### src/rtl/sc_rx_pkg.sv
package sc_rx_pkg;
  typedef enum logic [1:0] {
    PH_IDLE = 2'd0,
    PH_WAIT = 2'd1,
    PH_BIT  = 2'd2
  } phase_e;
endpackage

### src/rtl/sc_rx_sync.sv
// Two-flop synchronizer plus level-change detector.
module sc_rx_sync (
  input  logic clk_i,
  input  logic rst_ni,
  input  logic rx_i,
  output logic edge_o
);
  logic s1_q, s2_q, s3_q;

  always_ff @(posedge clk_i or negedge rst_ni) begin
    if (!rst_ni) begin
      s1_q <= 1'b0;
      s2_q <= 1'b0;
      s3_q <= 1'b0;
    end else begin
      s1_q <= rx_i;
      s2_q <= s1_q;
      s3_q <= s2_q;
    end
  end

  assign edge_o = s2_q ^ s3_q;
endmodule

### src/rtl/sc_rx_timer.sv
// Wait phase then back-to-back bit windows, all paced by tick_i.
module sc_rx_timer
  import sc_rx_pkg::*;
#(
  parameter int unsigned WAIT_TICKS = 490,
  parameter int unsigned BIT_TICKS  = 150,
  parameter int unsigned MAX_BITS   = 16,
  localparam int unsigned SPAN = (WAIT_TICKS > BIT_TICKS) ? WAIT_TICKS : BIT_TICKS,
  localparam int unsigned TW   = $clog2(SPAN + 1),
  localparam int unsigned IW   = (MAX_BITS > 1) ? $clog2(MAX_BITS) : 1,
  localparam int unsigned NO_W = $clog2(MAX_BITS + 1)
) (
  input  logic            clk_i,
  input  logic            rst_ni,
  input  logic            tick_i,
  input  logic            start_i,
  input  logic [NO_W-1:0] req_i,
  output logic            win_o,
  output logic            close_o,
  output logic            fin_o,
  output logic            busy_o,
  output logic [IW-1:0]   idx_o
);
  phase_e          ph_q, ph_d;
  logic [TW-1:0]   cnt_q, cnt_d;
  logic [IW-1:0]   idx_q, idx_d;
  logic [NO_W-1:0] req_q;
  logic            wait_end, bit_end, last_bit;

  assign wait_end = (ph_q == PH_WAIT) && tick_i && (cnt_q == TW'(WAIT_TICKS - 1));
  assign bit_end  = (ph_q == PH_BIT)  && tick_i && (cnt_q == TW'(BIT_TICKS - 1));
  assign last_bit = (NO_W'(idx_q) + NO_W'(1)) == req_q;

  always_comb begin
    ph_d  = ph_q;
    cnt_d = cnt_q;
    idx_d = idx_q;
    if (start_i) begin
      ph_d  = PH_WAIT;
      cnt_d = '0;
      idx_d = '0;
    end else if (tick_i && ph_q != PH_IDLE) begin
      if (wait_end) begin
        cnt_d = '0;
        ph_d  = (req_q == '0) ? PH_IDLE : PH_BIT;
      end else if (bit_end) begin
        cnt_d = '0;
        if (last_bit) ph_d = PH_IDLE;
        else          idx_d = idx_q + IW'(1);
      end else begin
        cnt_d = cnt_q + TW'(1);
      end
    end
  end

  always_ff @(posedge clk_i or negedge rst_ni) begin
    if (!rst_ni) begin
      ph_q  <= PH_IDLE;
      cnt_q <= '0;
      idx_q <= '0;
      req_q <= '0;
    end else begin
      ph_q  <= ph_d;
      cnt_q <= cnt_d;
      idx_q <= idx_d;
      if (start_i) req_q <= req_i;
    end
  end

  assign win_o   = (ph_q == PH_BIT);
  assign close_o = bit_end && !start_i;
  assign fin_o   = !start_i && ((wait_end && req_q == '0) || (bit_end && last_bit));
  assign busy_o  = (ph_q != PH_IDLE);
  assign idx_o   = idx_q;
endmodule

### src/rtl/sc_rx_edge_cnt.sv
// Saturating per-window edge counter and band decision.
module sc_rx_edge_cnt #(
  parameter int unsigned EDGE_LO = 20,
  parameter int unsigned EDGE_HI = 60,
  localparam int unsigned EW = $clog2(EDGE_HI + 1)
) (
  input  logic clk_i,
  input  logic rst_ni,
  input  logic clr_i,
  input  logic win_i,
  input  logic edge_i,
  input  logic close_i,
  output logic bit_o
);
  localparam logic [EW-1:0] CMAX = {EW{1'b1}};

  logic [EW-1:0] cnt_q, cnt_nxt;

  // includes an edge seen on the closing cycle itself
  assign cnt_nxt = (win_i && edge_i && cnt_q != CMAX) ? cnt_q + EW'(1) : cnt_q;
  assign bit_o   = (cnt_nxt > EW'(EDGE_LO)) && (cnt_nxt < EW'(EDGE_HI));

  always_ff @(posedge clk_i or negedge rst_ni) begin
    if (!rst_ni)                 cnt_q <= '0;
    else if (clr_i || close_i)   cnt_q <= '0;
    else                         cnt_q <= cnt_nxt;
  end
endmodule

### src/rtl/sc_edge_rx.sv
module sc_edge_rx #(
  parameter int unsigned WAIT_TICKS = 490,
  parameter int unsigned BIT_TICKS  = 150,
  parameter int unsigned EDGE_LO    = 20,
  parameter int unsigned EDGE_HI    = 60,
  parameter int unsigned MAX_BITS   = 16,
  parameter int unsigned NB_IN_W    = 5,
  localparam int unsigned IW   = (MAX_BITS > 1) ? $clog2(MAX_BITS) : 1,
  localparam int unsigned NO_W = $clog2(MAX_BITS + 1)
) (
  input  logic                clk_i,
  input  logic                rst_ni,
  input  logic                rx_i,
  input  logic                tick_i,
  input  logic                start_i,
  input  logic [NB_IN_W-1:0]  nbits_i,
  output logic [MAX_BITS-1:0] data_o,
  output logic [NO_W-1:0]     nbits_o,
  output logic                done_o,
  output logic                timer_clr_o
);
  logic            edge_w, win_w, close_w, fin_w, busy_w, bit_w;
  logic [IW-1:0]   idx_w;
  logic [NO_W-1:0] req_w;
  logic [MAX_BITS-1:0] data_q;
  logic [NO_W-1:0] nbits_q;
  logic            done_q;

  assign req_w = (int'(nbits_i) > int'(MAX_BITS)) ? NO_W'(MAX_BITS) : NO_W'(nbits_i);

  sc_rx_sync u_sync (
    .clk_i (clk_i),
    .rst_ni(rst_ni),
    .rx_i  (rx_i),
    .edge_o(edge_w)
  );

  sc_rx_timer #(
    .WAIT_TICKS(WAIT_TICKS),
    .BIT_TICKS (BIT_TICKS),
    .MAX_BITS  (MAX_BITS)
  ) u_timer (
    .clk_i  (clk_i),
    .rst_ni (rst_ni),
    .tick_i (tick_i),
    .start_i(start_i),
    .req_i  (req_w),
    .win_o  (win_w),
    .close_o(close_w),
    .fin_o  (fin_w),
    .busy_o (busy_w),
    .idx_o  (idx_w)
  );

  sc_rx_edge_cnt #(
    .EDGE_LO(EDGE_LO),
    .EDGE_HI(EDGE_HI)
  ) u_cnt (
    .clk_i  (clk_i),
    .rst_ni (rst_ni),
    .clr_i  (start_i),
    .win_i  (win_w),
    .edge_i (edge_w),
    .close_i(close_w),
    .bit_o  (bit_w)
  );

  always_ff @(posedge clk_i or negedge rst_ni) begin
    if (!rst_ni) begin
      data_q  <= '0;
      nbits_q <= '0;
      done_q  <= 1'b0;
    end else begin
      done_q <= fin_w;
      if (start_i) begin
        data_q  <= '0;
        nbits_q <= req_w;
      end else if (close_w) begin
        data_q[idx_w] <= bit_w;
      end
    end
  end

  assign data_o      = data_q;
  assign nbits_o     = nbits_q;
  assign done_o      = done_q;
  assign timer_clr_o = done_q;
endmodule

### config.mk
export PLATFORM = sky130hd
export DESIGN_NAME = sc_edge_rx
export DESIGN_NICKNAME = d
export VERILOG_FILES = /design/src/rtl/sc_rx_pkg.sv /design/src/rtl/sc_rx_sync.sv /design/src/rtl/sc_rx_timer.sv /design/src/rtl/sc_rx_edge_cnt.sv /design/src/rtl/sc_edge_rx.sv
export SDC_FILE = /design/constraint.sdc
export NUM_CORES = 1
export LEC_CHECK = 0
export BUFFER_PORTS_ARGS = -buffer_cell sky130_fd_sc_hd__buf_2
export CORE_ASPECT_RATIO = 1.5
export CORE_MARGIN = 2
export CORE_UTILIZATION = 52
export CTS_CLUSTER_DIAMETER = 120
export DETAILED_ROUTE_END_ITERATION = 7
export PLACE_DENSITY = 0.73
export SETUP_SLACK_MARGIN = 0.02
export SYNTH_ARGS = -nofsm -noshare
export SYNTH_HDL_FRONTEND = slang
export SYNTH_SLANG_ARGS = --single-unit
### constraint.sdc
create_clock -name clk_i -period 2.17 [get_ports clk_i]
set_input_delay 0.217 -clock clk_i [delete_from_list [all_inputs] [get_ports clk_i]]
set_output_delay 0.217 -clock clk_i [all_outputs]
set_load 0.05 [all_outputs]
**Word-level counts from Yosys, hierarchy flattened**

Index checks and enable logic that the tools add are counted.

- Bits of input ports: 10
- Output and inout bits: 23
- Register bits after elaboration: 46

- Bitwise gates (word level): 1
- Multiplexer cells: 23
- Magnitude comparators: 5
- Add/sub/neg operators: 4
- Reduce and logical (&&, ||, !) cells: 25
- Equal/unequal tests: 8

Operators with widths:

| cell | count |
|---|---|
| 9-bit two-way mux | 4 |
| 16-bit two-way mux | 2 |
| 4-bit two-way mux | 5 |
| 16-bit bitwise mux | 1 |
| 1-bit logical AND | 13 |
| 2-bit two-way mux | 6 |
| 6-bit two-way mux | 2 |
| 9-bit by 1-bit adder with 9-bit output, second input constant | 1 |
| 9-bit by 8-bit equality test with 1-bit output, second input constant | 1 |
| 9-bit equality test, second input constant | 1 |
| 2-bit nonzero test | 4 |
| 6-bit by 1-bit adder with 6-bit output, second input constant | 1 |
| 6-bit by 5-bit > comparator with 1-bit output, second input constant | 1 |
| 6-bit less-than comparator, second input constant | 1 |
| 6-bit inequality test, second input constant | 1 |
| 3-bit nonzero test | 2 |
| 4-bit by 1-bit adder with 5-bit output, second input constant | 1 |
| 5-bit equality test | 1 |
| 5-bit > comparator, second input constant | 1 |
| 5-bit logical NOT | 1 |
| 4-bit by 5-bit less-than comparator with 1-bit output, second input constant | 1 |
| 5-bit two-way mux | 1 |
| 4-bit by 1-bit adder with 4-bit output, second input constant | 1 |
| 1-bit demux with 4-bit select | 1 |
| other kinds (10) | 12 |

**Longest topological paths before layout**

- Depth after elaboration: 9
- Gate-level depth with buffers: 9
- Gate-level depth less buffers: 8

**Modules after synthesis**

A second synthesis with hierarchy kept.

- Cells, all modules: 257
- Area, all modules: 2712.6 sq um

By module, submodules not included:

| module | instances | area each (sq um) | cells each |
|---|---|---|---|
| sc_rx_timer | 1 | 1188.6 | 122 |
| sc_edge_rx | 1 | 1056.0 | 93 |
| sc_rx_edge_cnt | 1 | 384.1 | 38 |
| sc_rx_sync | 1 | 83.8 | 4 |

**Least setup slack after synthesis**

OpenSTA, ideal clock, no wires.

- Kind: flip-flop to flip-flop
- From: reg u_cnt.cnt_q[0]
- To: reg data_q[12], in the netlist data_o[12]
- Data arrival time: 2.103 ns
- Path buffers: 1
- Cell stages (with the launch flop): 9
- Setup slack: -0.010 ns
- Setup time: 0.077 ns
- Data required time: 2.093 ns
- Cells stage by stage: dfrtp_1 > ha_1 > and4_4 > a211oi_4 > mux2i_1 > a211oi_1 > o31a_2 > buf_6 > o21ai_1

- Cells in the longest elaborated chain, start to end: 8

RTL lines:

| element | line | source |
|---|---|---|
| start: declaration | sc_rx_edge_cnt.sv:17 | `logic [EW-1:0] cnt_q, cnt_nxt;` |
| start signal: assignment | sc_rx_edge_cnt.sv:26 | `else cnt_q <= cnt_nxt;` |
| branches (longest 2 deep; another with 6-bit by 1-bit adder with 6-bit output) | -- |  |
| 6-bit two-way mux (*) | sc_rx_edge_cnt.sv:20 | `assign cnt_nxt = (win_i && edge_i && cnt_q != CMAX) ? cnt_q + EW'(1) : cnt_q;` |
| 6-bit by 5-bit > comparator with 1-bit output / 6-bit less-than comparator (equally long branches) | sc_rx_edge_cnt.sv:21 | `assign bit_o = (cnt_nxt > EW'(EDGE_LO)) && (cnt_nxt < EW'(EDGE_HI));` |
| 1-bit logical AND (*) | sc_rx_edge_cnt.sv:21 |  |
| 16-bit bitwise mux (*) | sc_edge_rx.sv:79 | `data_q[idx_w] <= bit_w;` |
| 16-bit two-way mux (*) | sc_edge_rx.sv:78 | `end else if (close_w) begin` |
| 16-bit two-way mux (*) | sc_edge_rx.sv:75 | `if (start_i) begin` |
| end signal: indexed assignment | sc_edge_rx.sv:79 |  |
| end: declaration | sc_edge_rx.sv:25 | `logic [MAX_BITS-1:0] data_q;` |

Mark *: on every way between the ends. The select of a mux whose other input is x is not followed.
A chain may end at the register's enable or synchronous reset.

**Worst setup path after layout**

- From: reg u_sync.s3_q
- To: reg data_q[1], in the netlist data_o[1]

- Cells in the longest elaborated chain, start to end: 9

RTL lines:

| element | line | source |
|---|---|---|
| start: declaration | sc_rx_sync.sv:8 | `logic s1_q, s2_q, s3_q;` |
| start signal: assignment | sc_rx_sync.sv:18 | `s3_q <= s2_q;` |
| 1-bit bitwise XOR (*) | sc_rx_sync.sv:22 | `assign edge_o = s2_q ^ s3_q;` |
| 1-bit logical AND (*) (2 in a row) | sc_rx_edge_cnt.sv:20 |  |
| 6-bit two-way mux (*) | sc_rx_edge_cnt.sv:20 |  |
| 6-bit by 5-bit > comparator with 1-bit output / 6-bit less-than comparator (equally long branches) | sc_rx_edge_cnt.sv:21 |  |
| 1-bit logical AND (*) | sc_rx_edge_cnt.sv:21 |  |
| 16-bit bitwise mux (*) | sc_edge_rx.sv:79 |  |
| 16-bit two-way mux (*) | sc_edge_rx.sv:78 |  |
| 16-bit two-way mux (*) | sc_edge_rx.sv:75 |  |

Mark *: on every way between the ends. The rest lies on a longest branch, timed or not. The select of a mux whose other input is x is not followed.

==> out/qor.tcl <==
set qor(viasPerCell) 5.552
set qor(cp_top_family) {compound AO/OA/AOI/OAI gates}
set qor(chipWidth_um) 60.17
set qor(synth_top_area_share_pct) 46.77
set qor(post_drt_wl_per_cell_um) 14.91
set qor(utilization_pct) 66.39
set qor(criticalPathCategory) {reg -> reg}
set qor(finalClockSkew_ns) 0.003223
set qor(max_cap_viol_count) 0
set qor(clk_latency_ns) 0.30
set qor(route.detailed.drc) 0
set qor(syn_nets) 262
set qor(crit_path_max_fanout) 16
set qor(cts-buffers-inserted) 5
set qor(timing.setup.tns_ns) 0
set qor(reg2reg_end) {data_o[1]}
set qor(n_antenna_cell) 0
set qor(ys_seq_elements) 46
set qor(finalCritPeriodShare_pct) 97.82
set qor(hold_path_origin) {rx_i}
set qor(first_global_vias) 2062
set qor(syn_to_final_growth_pct) 22.52
set qor(vias) 2032
set qor(fillers) 375
set qor(io-pin-count) 33
set qor(dp_hpwl_um) 3985
set qor(final_period_minus_worst_setup_slack_ns) 2.123
set qor(critical_path.cell_chain) {xnor2_2, buf_4, a211oi_4, mux2i_1, a211oi_2, o31a_2, buf_12, o21ai_0}
set qor(clkSlewWorstSetupHoldPaths_ns) 0.08
set qor(rsz0062_at_grt) {true}
set qor(static_leakage_nw) 1.403
set qor(antenna_found_initial) 0
set qor(multiInputGateArea_mm2) 0.001255
set qor(grt_first_pass_wirelength_um) 9446
set qor(reg2reg_from) {u_sync.s3_q}
set qor(synth.largest_area_cell) {dfrtp_1}
set qor(initialDrtViolationCount) 52
set qor(worst-path-buf-inv) 2
set qor(synth_area_mm2) 0.002461
set qor(synth_area_per_cell_um2) 10.05
set qor(vdd_ir_drop_max_v) 0.0003537
set qor(final-seq-area_mm2) 0.001155
set qor(starting_utilization_of_the_core_area_pct) 54.19
set qor(die-area_mm2) 0.005310
set qor(synthCells) 245
set qor(yosys_warnings) 0
set qor(timing.reg2reg.setup_slack_ns) 0.05
set qor(design.final.nets) 318
set qor(min_path_type) {in -> reg}
set qor(ys_types) 51
set qor(max_slew_margin_pct) 67.04
set qor(slew_viol_final) 0
set qor(cts_num_sinks) 46
set qor(measured_slew_at_the_worst_slew_check_pin_ns) 0.4944
set qor(cts-root-buf) {clkbuf_8}
set qor(first_pass_iters) 5
set qor(min_delay_worst_endpoint) {u_sync.s1_q}
set qor(min_path_cells) 1
set qor(gr-usage-all-layers_pct) 23.52
set qor(routabilityCongestion) 0.8452
set qor(worstSetupEndpointType) {flop}
set qor(run_status) {finished, final reports clean}
set qor(cell_row_count) 30
set qor(cts_tree) {built}
set qor(power.density_mw_per_mm2) 519.0
set qor(netlist_top_cells_area) {dfrtp_1 47%, nand3_1 6.5%, xor2_1 4.3%}
set qor(wl_um) 5457
set qor(longest_individual_stage_delay_on_the_worst_path_ns) 0.44
set qor(fmaxAchievable_mhz) 471.1
set qor(crit_path_start_kind) {flop}
set qor(reg2regPathDepth) 8
set qor(dieHeight_um) 88.26
set qor(share_of_post_route_cells_with_drive_strength_above_1_pct) 31.13
set qor(core_area_mm2) 0.004542
set qor(cp_data_required_time_ns) 2.40
set qor(port_buffers) 32
set qor(ctsLongestPathBuffers) 2
set qor(htree_num_levels) 2
set qor(drtAntennaViolNets) 0
set qor(arrival_ns) 2.35
set qor(slowest_stage) {dfrtp_1}
set qor(grt_start_max_net_pins) 23
set qor(total_congestion_overflow_after_global_routing) 0
set qor(finalSetupViolations) 0
set qor(finalHoldViolCount) 0
set qor(synth-seq-area-share_pct) 46.77
## registers in the layout (all words and copies together), names as in the netlist
name and flops:
nbits_o 5, u_timer.cnt_q 9, u_sync.s3_q 1, data_o 16
u_sync.s2_q 1, u_sync.s1_q 1, u_timer.ph_q 2, u_timer.idx_o 4
done_o 1, u_cnt.cnt_q 6
## worst max path at each step
stage	from	endpoint	slack [ns]	depth (start not counted)
after floorplan	u_cnt.cnt_q[0]	data_o[12]	0.08	8
after global placement	u_timer.ph_q[0]	data_o[0]	0.11	7
after detailed placement	u_cnt.cnt_q[0]	data_o[0]	0.04	8
after CTS	u_cnt.cnt_q[0]	data_o[0]	0.03	8
after global routing	u_sync.s3_q	data_o[3]	-0.03	8
final	u_sync.s3_q	data_o[1]	0.05	8
## through the flow
step | power (W) | setup slack, ns | std cells | instance area [µm²] | hold slack (ns)
after floorplan | 0.0009802 | 0.07813 | 245 | 2464 | -0.07859
after global placement | 0.001037 | 0.1145 | 350 | 2804 | 0.2021
after detailed placement | 0.001040 | 0.04054 | 350 | 2804 | 0.2092
after CTS | 0.001585 | 0.03422 | 359 | 2909 | 0.02589
after global routing | 0.001638 | -0.03336 | 366 | 3015 | 0.01793
final | 0.001565 | 0.04729 | 366 | 3015 | 0.03058
## cells by family (layout without fill, tap and decap cells)
family | count (synthesis) | after routing | synth area share (%)
AO/OA/AOI/OAI | 36 | 36 | 10.02
flip-flops | 46 | 46 | 46.77
buffers and inverters | 20 | 77 | 4.372
adder cells (fa/ha/maj) | 7 | 7 | 3.559
AND/OR/NAND/NOR | 107 | 107 | 24.10
multiplexers | 8 | 8 | 3.406
XOR/XNOR | 21 | 21 | 7.779
## layer usage
metal | vias up | part of all wire, % | global-route usage [%]
met5 | - | 0 | 0
met1 | 1002 | 39 | 28.90
met3 | 11 | 3.3 | 3.947
met4 | 0 | 2.1 | 10.51
li1 | 975 | - | -
met2 | 44 | 55 | 39.82
## final cells by class
| cell class | instances | area share [%] |
|---|---|---|
| sequential | 46 | 38.30 |
| clock inverter | 2 | 0.4149 |
| multi-input combinational | 179 | 41.62 |
| timing repair buffer | 63 | 13.53 |
| tap | 64 | 2.656 |
| inverter | 6 | 0.7469 |
| clock buffer | 6 | 2.739 |
## power breakdown
part | total (W) | internal, W | switching [W]
clock | 0.000540 | 0.000256 | 0.000284
combinational | 0.000135 | 0.0000453 | 0.0000893
sequential | 0.000890 | 0.000870 | 0.0000199
total | 0.00157 | 0.00117 | 0.000394
## repair_timing
item	in CTS	in global routing
hold endpoints to repair	20	0
hold buffers	1	0
endpoints found under the setup margin	0	21
setup buffers	0	7
gates resized for setup	0	12
## placed cells by master (no fill, tap or decap), types with 2 or more instances in the layout
cell / n
dfrtp_1: 43
nand3_1: 32
buf_2: 32
buf_4: 29
nor2_1: 22
nand2_1: 13
o21ai_1: 13
xor2_1: 11
nand4_1: 10
xnor2_1: 8
inv_1: 6
ha_1: 6
clkbuf_8: 6
mux2i_1: 5
nand2b_1: 4
nor2b_1: 4
mux2_2: 3
a21oi_1: 3
a22o_1: 3
o21ai_0: 3
and3_1: 3
dfrtp_2: 3
or2_2: 2
nor3_1: 2
or3_1: 2
nor3b_2: 2
## synthesized netlist by cell type (all sizes together)
cell type,instances
nand4,10
a211oi,2
and2b,1
a32oi,1
a2111oi,1
a41oi,1
nor2,22
and3b,1
or3,2
or2,2
o31a,1
xor2,12
ha,7
dfrtp,46
o21ai,17
o22ai,1
o211a,1
o21a,1
a21o,1
mux2,3
nand3,32
nor3,3
a21oi,3
o2bb2ai,1
nand2,13
mux2i,5
and4,1
a22oi,1
nor3b,2
buf,7
nand4b,1
xnor2,9
inv,6
nand4bb,1
nor2b,4
o311ai,1
nor4,3
a22o,3
clkbuf,7
or4b,1
nand2b,5
and3,3
Power figures use the tool's default switching activity.
